[config.mk]
export PLATFORM = sky130hd
export DESIGN_NAME = page_write_buffer
export DESIGN_NICKNAME = d
export VERILOG_FILES = /design/src/rtl/pwb_pkg.sv /design/src/rtl/pwb_addr.sv /design/src/rtl/pwb_buffer.sv /design/src/rtl/pwb_timer.sv /design/src/rtl/page_write_buffer.sv
export SDC_FILE = /design/constraint.sdc
export NUM_CORES = 1
export LEC_CHECK = 0
export BUFFER_PORTS_ARGS = -buffer_cell sky130_fd_sc_hd__buf_2
export CORE_ASPECT_RATIO = 1.75
export CORE_MARGIN = 2
export CORE_UTILIZATION = 30
export CTS_CLUSTER_SIZE = 8
export DETAILED_ROUTE_END_ITERATION = 10
export PLACE_DENSITY_LB_ADDON = 0.08
export REMOVE_ABC_BUFFERS = 1
export SYNTH_ARGS = -nofsm -noshare
export SYNTH_HDL_FRONTEND = slang
export SYNTH_SLANG_ARGS = --single-unit
[constraint.sdc]
create_clock -name clk -period 5.3 [get_ports clk]
set_input_delay 0.53 -clock clk [delete_from_list [all_inputs] [get_ports clk]]
set_output_delay 0.53 -clock clk [all_outputs]
set_load 0.005 [all_outputs]
[src/rtl/pwb_pkg.sv]
package pwb_pkg;
   typedef enum logic {
      PH_IDLE   = 1'b0,
      PH_COMMIT = 1'b1
   } pwb_phase_e;
endpackage

[src/rtl/pwb_addr.sv]
module pwb_addr #(
   parameter int ADDR_W    = 8,
   parameter int PAGE_BITS = 3
) (
   input  logic              clk,
   input  logic              rst_n,
   input  logic              load,
   input  logic [ADDR_W-1:0] load_addr,
   input  logic              step,
   output logic [ADDR_W-1:0] ptr
);
   localparam int HI_W = ADDR_W - PAGE_BITS;

   logic [PAGE_BITS-1:0] low_nxt;
   assign low_nxt = ptr[PAGE_BITS-1:0] + PAGE_BITS'(1);

   always_ff @(posedge clk or negedge rst_n) begin
      if (!rst_n)
         ptr <= '0;
      else if (load)
         ptr <= load_addr;
      else if (step)
         ptr <= {ptr[ADDR_W-1:PAGE_BITS], low_nxt};
   end

   // a byte step never moves the page number
   p_page_fixed_r3: assert property (@(posedge clk) disable iff (!rst_n)
      (step && !load) |=> (ptr[ADDR_W-1:PAGE_BITS] == $past(ptr[ADDR_W-1:PAGE_BITS])));

   logic [HI_W-1:0] unused_hi;
   assign unused_hi = '0;
endmodule

[src/rtl/pwb_buffer.sv]
module pwb_buffer #(
   parameter int DATA_W    = 8,
   parameter int PAGE_BITS = 3
) (
   input  logic                 clk,
   input  logic                 rst_n,
   input  logic                 clr,
   input  logic                 wr,
   input  logic [PAGE_BITS-1:0] wr_idx,
   input  logic [DATA_W-1:0]    wr_data,
   input  logic [PAGE_BITS-1:0] rd_idx,
   output logic [DATA_W-1:0]    rd_data,
   output logic                 rd_valid,
   output logic                 any_valid
);
   localparam int ENTRIES = 1 << PAGE_BITS;

   logic [DATA_W-1:0]  ent [ENTRIES];
   logic [ENTRIES-1:0] mask;

   for (genvar g = 0; g < ENTRIES; g++) begin : g_entry
      logic hit;
      assign hit = wr && (wr_idx == PAGE_BITS'(g));

      always_ff @(posedge clk or negedge rst_n) begin
         if (!rst_n)
            ent[g] <= '0;
         else if (hit)
            ent[g] <= wr_data;
      end

      always_ff @(posedge clk or negedge rst_n) begin
         if (!rst_n)
            mask[g] <= 1'b0;
         else if (clr)
            mask[g] <= 1'b0;
         else if (hit)
            mask[g] <= 1'b1;
      end
   end

   assign rd_data   = ent[rd_idx];
   assign rd_valid  = mask[rd_idx];
   assign any_valid = |mask;
endmodule

[src/rtl/pwb_timer.sv]
module pwb_timer
   import pwb_pkg::*;
#(
   parameter int WR_CYCLES = 1000000,
   parameter int PAGE_BITS = 3
) (
   input  logic                 clk,
   input  logic                 rst_n,
   input  logic                 start,
   output logic                 busy,
   output logic                 sweep_on,
   output logic [PAGE_BITS-1:0] sweep_idx,
   output logic                 done
);
   localparam int CW = $clog2(WR_CYCLES + 1);
   localparam logic [CW-1:0] LAST    = CW'(WR_CYCLES - 1);
   localparam logic [CW-1:0] ENTRY_N = CW'(1 << PAGE_BITS);

   pwb_phase_e       phase;
   logic [CW-1:0]    cnt;

   always_ff @(posedge clk or negedge rst_n) begin
      if (!rst_n) begin
         phase <= PH_IDLE;
         cnt   <= '0;
      end else if (phase == PH_IDLE) begin
         if (start) begin
            phase <= PH_COMMIT;
            cnt   <= '0;
         end
      end else if (cnt == LAST) begin
         phase <= PH_IDLE;
         cnt   <= '0;
      end else begin
         cnt <= cnt + CW'(1);
      end
   end

   assign busy      = (phase == PH_COMMIT);
   assign done      = busy && (cnt == LAST);
   assign sweep_on  = busy && (cnt < ENTRY_N);
   assign sweep_idx = cnt[PAGE_BITS-1:0];
endmodule

[src/rtl/page_write_buffer.sv]
module page_write_buffer #(
   parameter int ADDR_W    = 8,
   parameter int DATA_W    = 8,
   parameter int PAGE_BITS = 3,
   parameter int WR_CYCLES = 1000000
) (
   input  logic              clk,
   input  logic              rst_n,
   input  logic              cmd_begin,
   input  logic [ADDR_W-1:0] cmd_addr,
   input  logic              data_strobe,
   input  logic [DATA_W-1:0] data_byte,
   input  logic              bus_stop,
   input  logic              write_protect,
   output logic              arr_we,
   output logic [ADDR_W-1:0] arr_addr,
   output logic [DATA_W-1:0] arr_wdata,
   output logic              busy,
   output logic [ADDR_W-1:0] addr_ptr
);
   localparam int ENTRIES = 1 << PAGE_BITS;

   if (PAGE_BITS < 1 || PAGE_BITS >= ADDR_W) begin : g_bad_page
      $error("PAGE_BITS must lie in 1..ADDR_W-1");
   end
   if (WR_CYCLES < ENTRIES) begin : g_bad_cycles
      $error("WR_CYCLES must cover one cycle per buffer entry");
   end
   if (DATA_W < 1) begin : g_bad_data
      $error("DATA_W must be positive");
   end

   logic                 cmd_open;
   logic                 wp_lat;
   logic                 take_begin, take_byte, take_stop, start;
   logic                 sweep_on, done, ent_valid, any_valid;
   logic [PAGE_BITS-1:0] sweep_idx;

   assign take_begin = cmd_begin && !busy;
   assign take_byte  = data_strobe && cmd_open && !busy && !cmd_begin;
   assign take_stop  = bus_stop && cmd_open && !busy && !cmd_begin;
   assign start      = take_stop && any_valid;

   always_ff @(posedge clk or negedge rst_n) begin
      if (!rst_n) begin
         cmd_open <= 1'b0;
         wp_lat   <= 1'b0;
      end else begin
         if (take_begin)
            cmd_open <= 1'b1;
         else if (take_stop)
            cmd_open <= 1'b0;
         if (start)
            wp_lat <= write_protect;
      end
   end

   pwb_addr #(.ADDR_W(ADDR_W), .PAGE_BITS(PAGE_BITS)) u_addr (
      .clk       (clk),
      .rst_n     (rst_n),
      .load      (take_begin),
      .load_addr (cmd_addr),
      .step      (take_byte),
      .ptr       (addr_ptr)
   );

   pwb_buffer #(.DATA_W(DATA_W), .PAGE_BITS(PAGE_BITS)) u_buf (
      .clk       (clk),
      .rst_n     (rst_n),
      .clr       (take_begin || done),
      .wr        (take_byte),
      .wr_idx    (addr_ptr[PAGE_BITS-1:0]),
      .wr_data   (data_byte),
      .rd_idx    (sweep_idx),
      .rd_data   (arr_wdata),
      .rd_valid  (ent_valid),
      .any_valid (any_valid)
   );

   pwb_timer #(.WR_CYCLES(WR_CYCLES), .PAGE_BITS(PAGE_BITS)) u_tmr (
      .clk       (clk),
      .rst_n     (rst_n),
      .start     (start),
      .busy      (busy),
      .sweep_on  (sweep_on),
      .sweep_idx (sweep_idx),
      .done      (done)
   );

   assign arr_we   = sweep_on && ent_valid && !wp_lat;
   assign arr_addr = {addr_ptr[ADDR_W-1:PAGE_BITS], sweep_idx};

   // array writes only inside the timed window
   p_we_in_busy_r7: assert property (@(posedge clk) disable iff (!rst_n)
      arr_we |-> busy);

   // a protected cycle never touches the array
   p_wp_blocks_r8: assert property (@(posedge clk) disable iff (!rst_n)
      (busy && wp_lat) |-> !arr_we);

   // the cycle starts only with buffered data
   p_busy_needs_data_r6: assert property (@(posedge clk) disable iff (!rst_n)
      (!busy && take_stop && !any_valid) |=> !busy);

   // the pointer is frozen throughout a write cycle
   p_ptr_hold_busy_r9: assert property (@(posedge clk) disable iff (!rst_n)
      busy |=> $stable(addr_ptr));
endmodule

==> results.cfg <==
[power_and_ir_drop]
pwr-share-seq = 0.542
ir_worst_vdd_uv = 140
p_clk_frac = 0.425
power_leakage_nw = 2.71
powerDensity_nw_per_um2 = 259
p_comb_frac = 0.033
p_int_mw = 1.12
p_sw_uw = 341
switching_share = 0.233

[setup_path]
crit_path_cell_trace = buf_4 -> ha_1 -> and3_2 -> nand3_2 -> o41ai_1 -> buf_4 -> a2bb2oi_1 -> a21oi_1
crit_family = compound AO/OA/AOI/OAI gates
r2r_slack_ns = 2.23
crit_path_end_kind = flop
crit_type = reg2reg
rr_endpoint = u_tmr.cnt[9]
critPathLaunch = u_tmr.cnt[0]
endpoint = u_tmr.cnt[9]
startpoint_type = flop
timing.rr.start = u_tmr.cnt[0]
worstPathRequired_ns = 5.52
r2r_cells = 8
crit_cells = 8
critPathArrivalTime_ns = 3.29
critPathBufInv = 2
cp_max_fo = 24
path_common_cell = buf_4
cp_slowest_cell = o41ai_1
max_stage_delay_ns = 0.96

[global_routing]
grt_use_total = 0.151
busiest_layer = met2
first_global_vias = 3552
grt_overflow_total = 0
grt_max_degree = 57
use_met3 = 0.0229
grt_pass1_wl_um = 20100
use_met2 = 0.273
antenna_found_initial = 0
grtUsageMet1 = 0.179

[floorplan]
start_util = 0.305
die_w_um = 101
fp.dieArea_um2 = 17700
num_rows = 62
ioPinCount = 48
die_h_um = 175
coreArea_um2 = 16400

[routing]
drtIter0Drc = 122
drt_wl_total_um = 12300
postRouteAntennaNets = 0
drc = 0
wl_per_cell_um = 18.6
vias = 3266
drtPass1Iterations = 4
viasPerCell = 4.92

[cts]
post_cts_buffers = 0
htree_levels = 3
cts_tree = built
clkTransAtPathRegs_ns = 0.07
clk_latency_ns = 0.35
cts_resized = 0
cts_made_buffers = 9
root_buffer = clkbuf_16
cts.sinks = 103
cts_hold_buf = 0
clockBufferDepth = 2

[timing]
finalWorstPathRequiredPeriod_ns = 3.07
worst_pin_slew_ns = 1.03
clock_skew_ns = 0.00873
rsz0062_at_grt = no
setup_viol = 0
hold_ws_ns = 0.223
hold_violations = 0
max_slew_margin = 0.301
fmax_ghz = 0.326
period_share = 0.580
finalMaxSlewViolations = 0
setup_tns_ns = 0

[yosys]
yosysMostFrequentCell = dfrtp_1
synth_area_um2 = 4980
ys_seq_area_frac = 0.517
synth_area_leader_cell = dfrtp_1
synth_area_per_cell_um2 = 12.5
synth_top_cells_by_count = 103 x dfrtp_1, 73 x mux2_2, 40 x nand2_1, 19 x nand3_1, 18 x mux4_2
netlist_instances = 399
yosysUniqueCellTypes = 49
async_flop_share = 1.00
synth_enable_flop_cells = 0
synth_top_area_share = 0.517
synth_ff_type = dfrtp_1
ys_ff_latch = 103
synth_warnings = 0
synthTopCellsByArea = dfrtp_1 52%, mux2_2 16%, mux4_2 8.1%, nand2_1 3.0%, nand3_1 1.9%

[final_layout]
drive_gt1_frac = 0.370
finalNetCount = 465
diodes = 0
area_delta_synth_final_pct = 13.6
fillers = 1659

[placed_design]
port_buffers = 47
detailed_place_hpwl_um = 8350
place_congestion = 0.730

[job]
cap_violations = 0

[status]
run_status = completed

[min_path]
min_path_type = in2async
[flip-flops by register name (all words and copies together) (netlist names)]
register,count
u_buf.mask,8
u_tmr.busy,1
u_buf.ent,64
cmd_open,1
u_addr.ptr,8
wp_lat,1
u_tmr.cnt,20
[layout make-up]
type                            instances  area, µm²  area share
Sequential cell                       103       2580       0.455
Tap cell                              224        280      0.0495
Timing Repair Buffer                   51        268      0.0473
Clock buffer                           10        229      0.0404
Clock inverter                          5       36.3     0.00641
Multi-Input combinational cell        259       2230       0.393
Inverter                               12       45.0     0.00795
[layout by cell type (no fill, tap or decap), drive strengths merged, types with 2 or more instances in the layout]
cell    synthesis  layout
nor2b           6       6
nor4            7       7
mux4           18      18
buf            18      51
inv            12      12
o31ai           2       2
dfrtp         103     103
a31oi           2       2
or3             9       9
a21boi          3       3
nand3          20      20
nand3b          3       3
o21ai          10      10
ha              7       7
a21o            4       4
clkinv          0       5
nor2            5       5
nand2          43      43
nor3            5       5
a21oi          13      13
mux2           73      73
and4            2       2
and3            3       3
nand4           6       6
o211ai          2       2
clkbuf          7      10
o311ai          2       2
[power by group through the flow]
stage | Combinational (mW) | Clock [mW] | Sequential [mW]
after detailed placement | 0.0513 | 0 | 0.809
after global routing | 0.0569 | 0.683 | 0.795
after global placement | 0.0511 | 0 | 0.809
final | 0.0483 | 0.622 | 0.794
after CTS | 0.0514 | 0.647 | 0.794
after floorplan | 0.0101 | 0 | 0.810
[how the worst min path moves through the flow]
stage                         end  slack (ns)
finish              u_buf.ent[62]        0.22
global route        u_buf.ent[54]        0.27
detailed placement       cmd_open        0.46
CTS                 u_buf.ent[62]        0.25
floorplan                cmd_open        0.23
global placement         cmd_open        0.46
[routing by layer]
layer | up-vias | part of all wire | routed length, µm
li1 | 1526 | - | -
met1 | 1687 | 0.41 | 5040
met2 | 44 | 0.56 | 6890
met3 | 9 | 0.019 | 235
met4 | 0 | 0.012 | 148
met5 | - | 0 | 0
[per-stage QoR]
stage                     setup slack [ns]  cells  total power [mW]  utilization  area [µm²]
after floorplan                       2.33    374             0.820            -        4850
after global placement                2.10    649             0.860        0.330        5400
after detailed placement              2.13    649             0.861        0.330        5400
after CTS                             2.11    664              1.49        0.346        5660
after global routing                  1.92    664              1.53        0.346        5660
final                                 2.23    664              1.46        0.346        5660
[cell families after synthesis]
group           after synthesis  share of synthesized area
mux                          92                      0.248
flops                       103                      0.517
simple gates                112                      0.116
buf+inv                      37                     0.0361
xor+xnor                      2                    0.00351
fa+ha+maj                     7                     0.0176
compound gates               46                     0.0615
(Power assumes the default switching activity.)
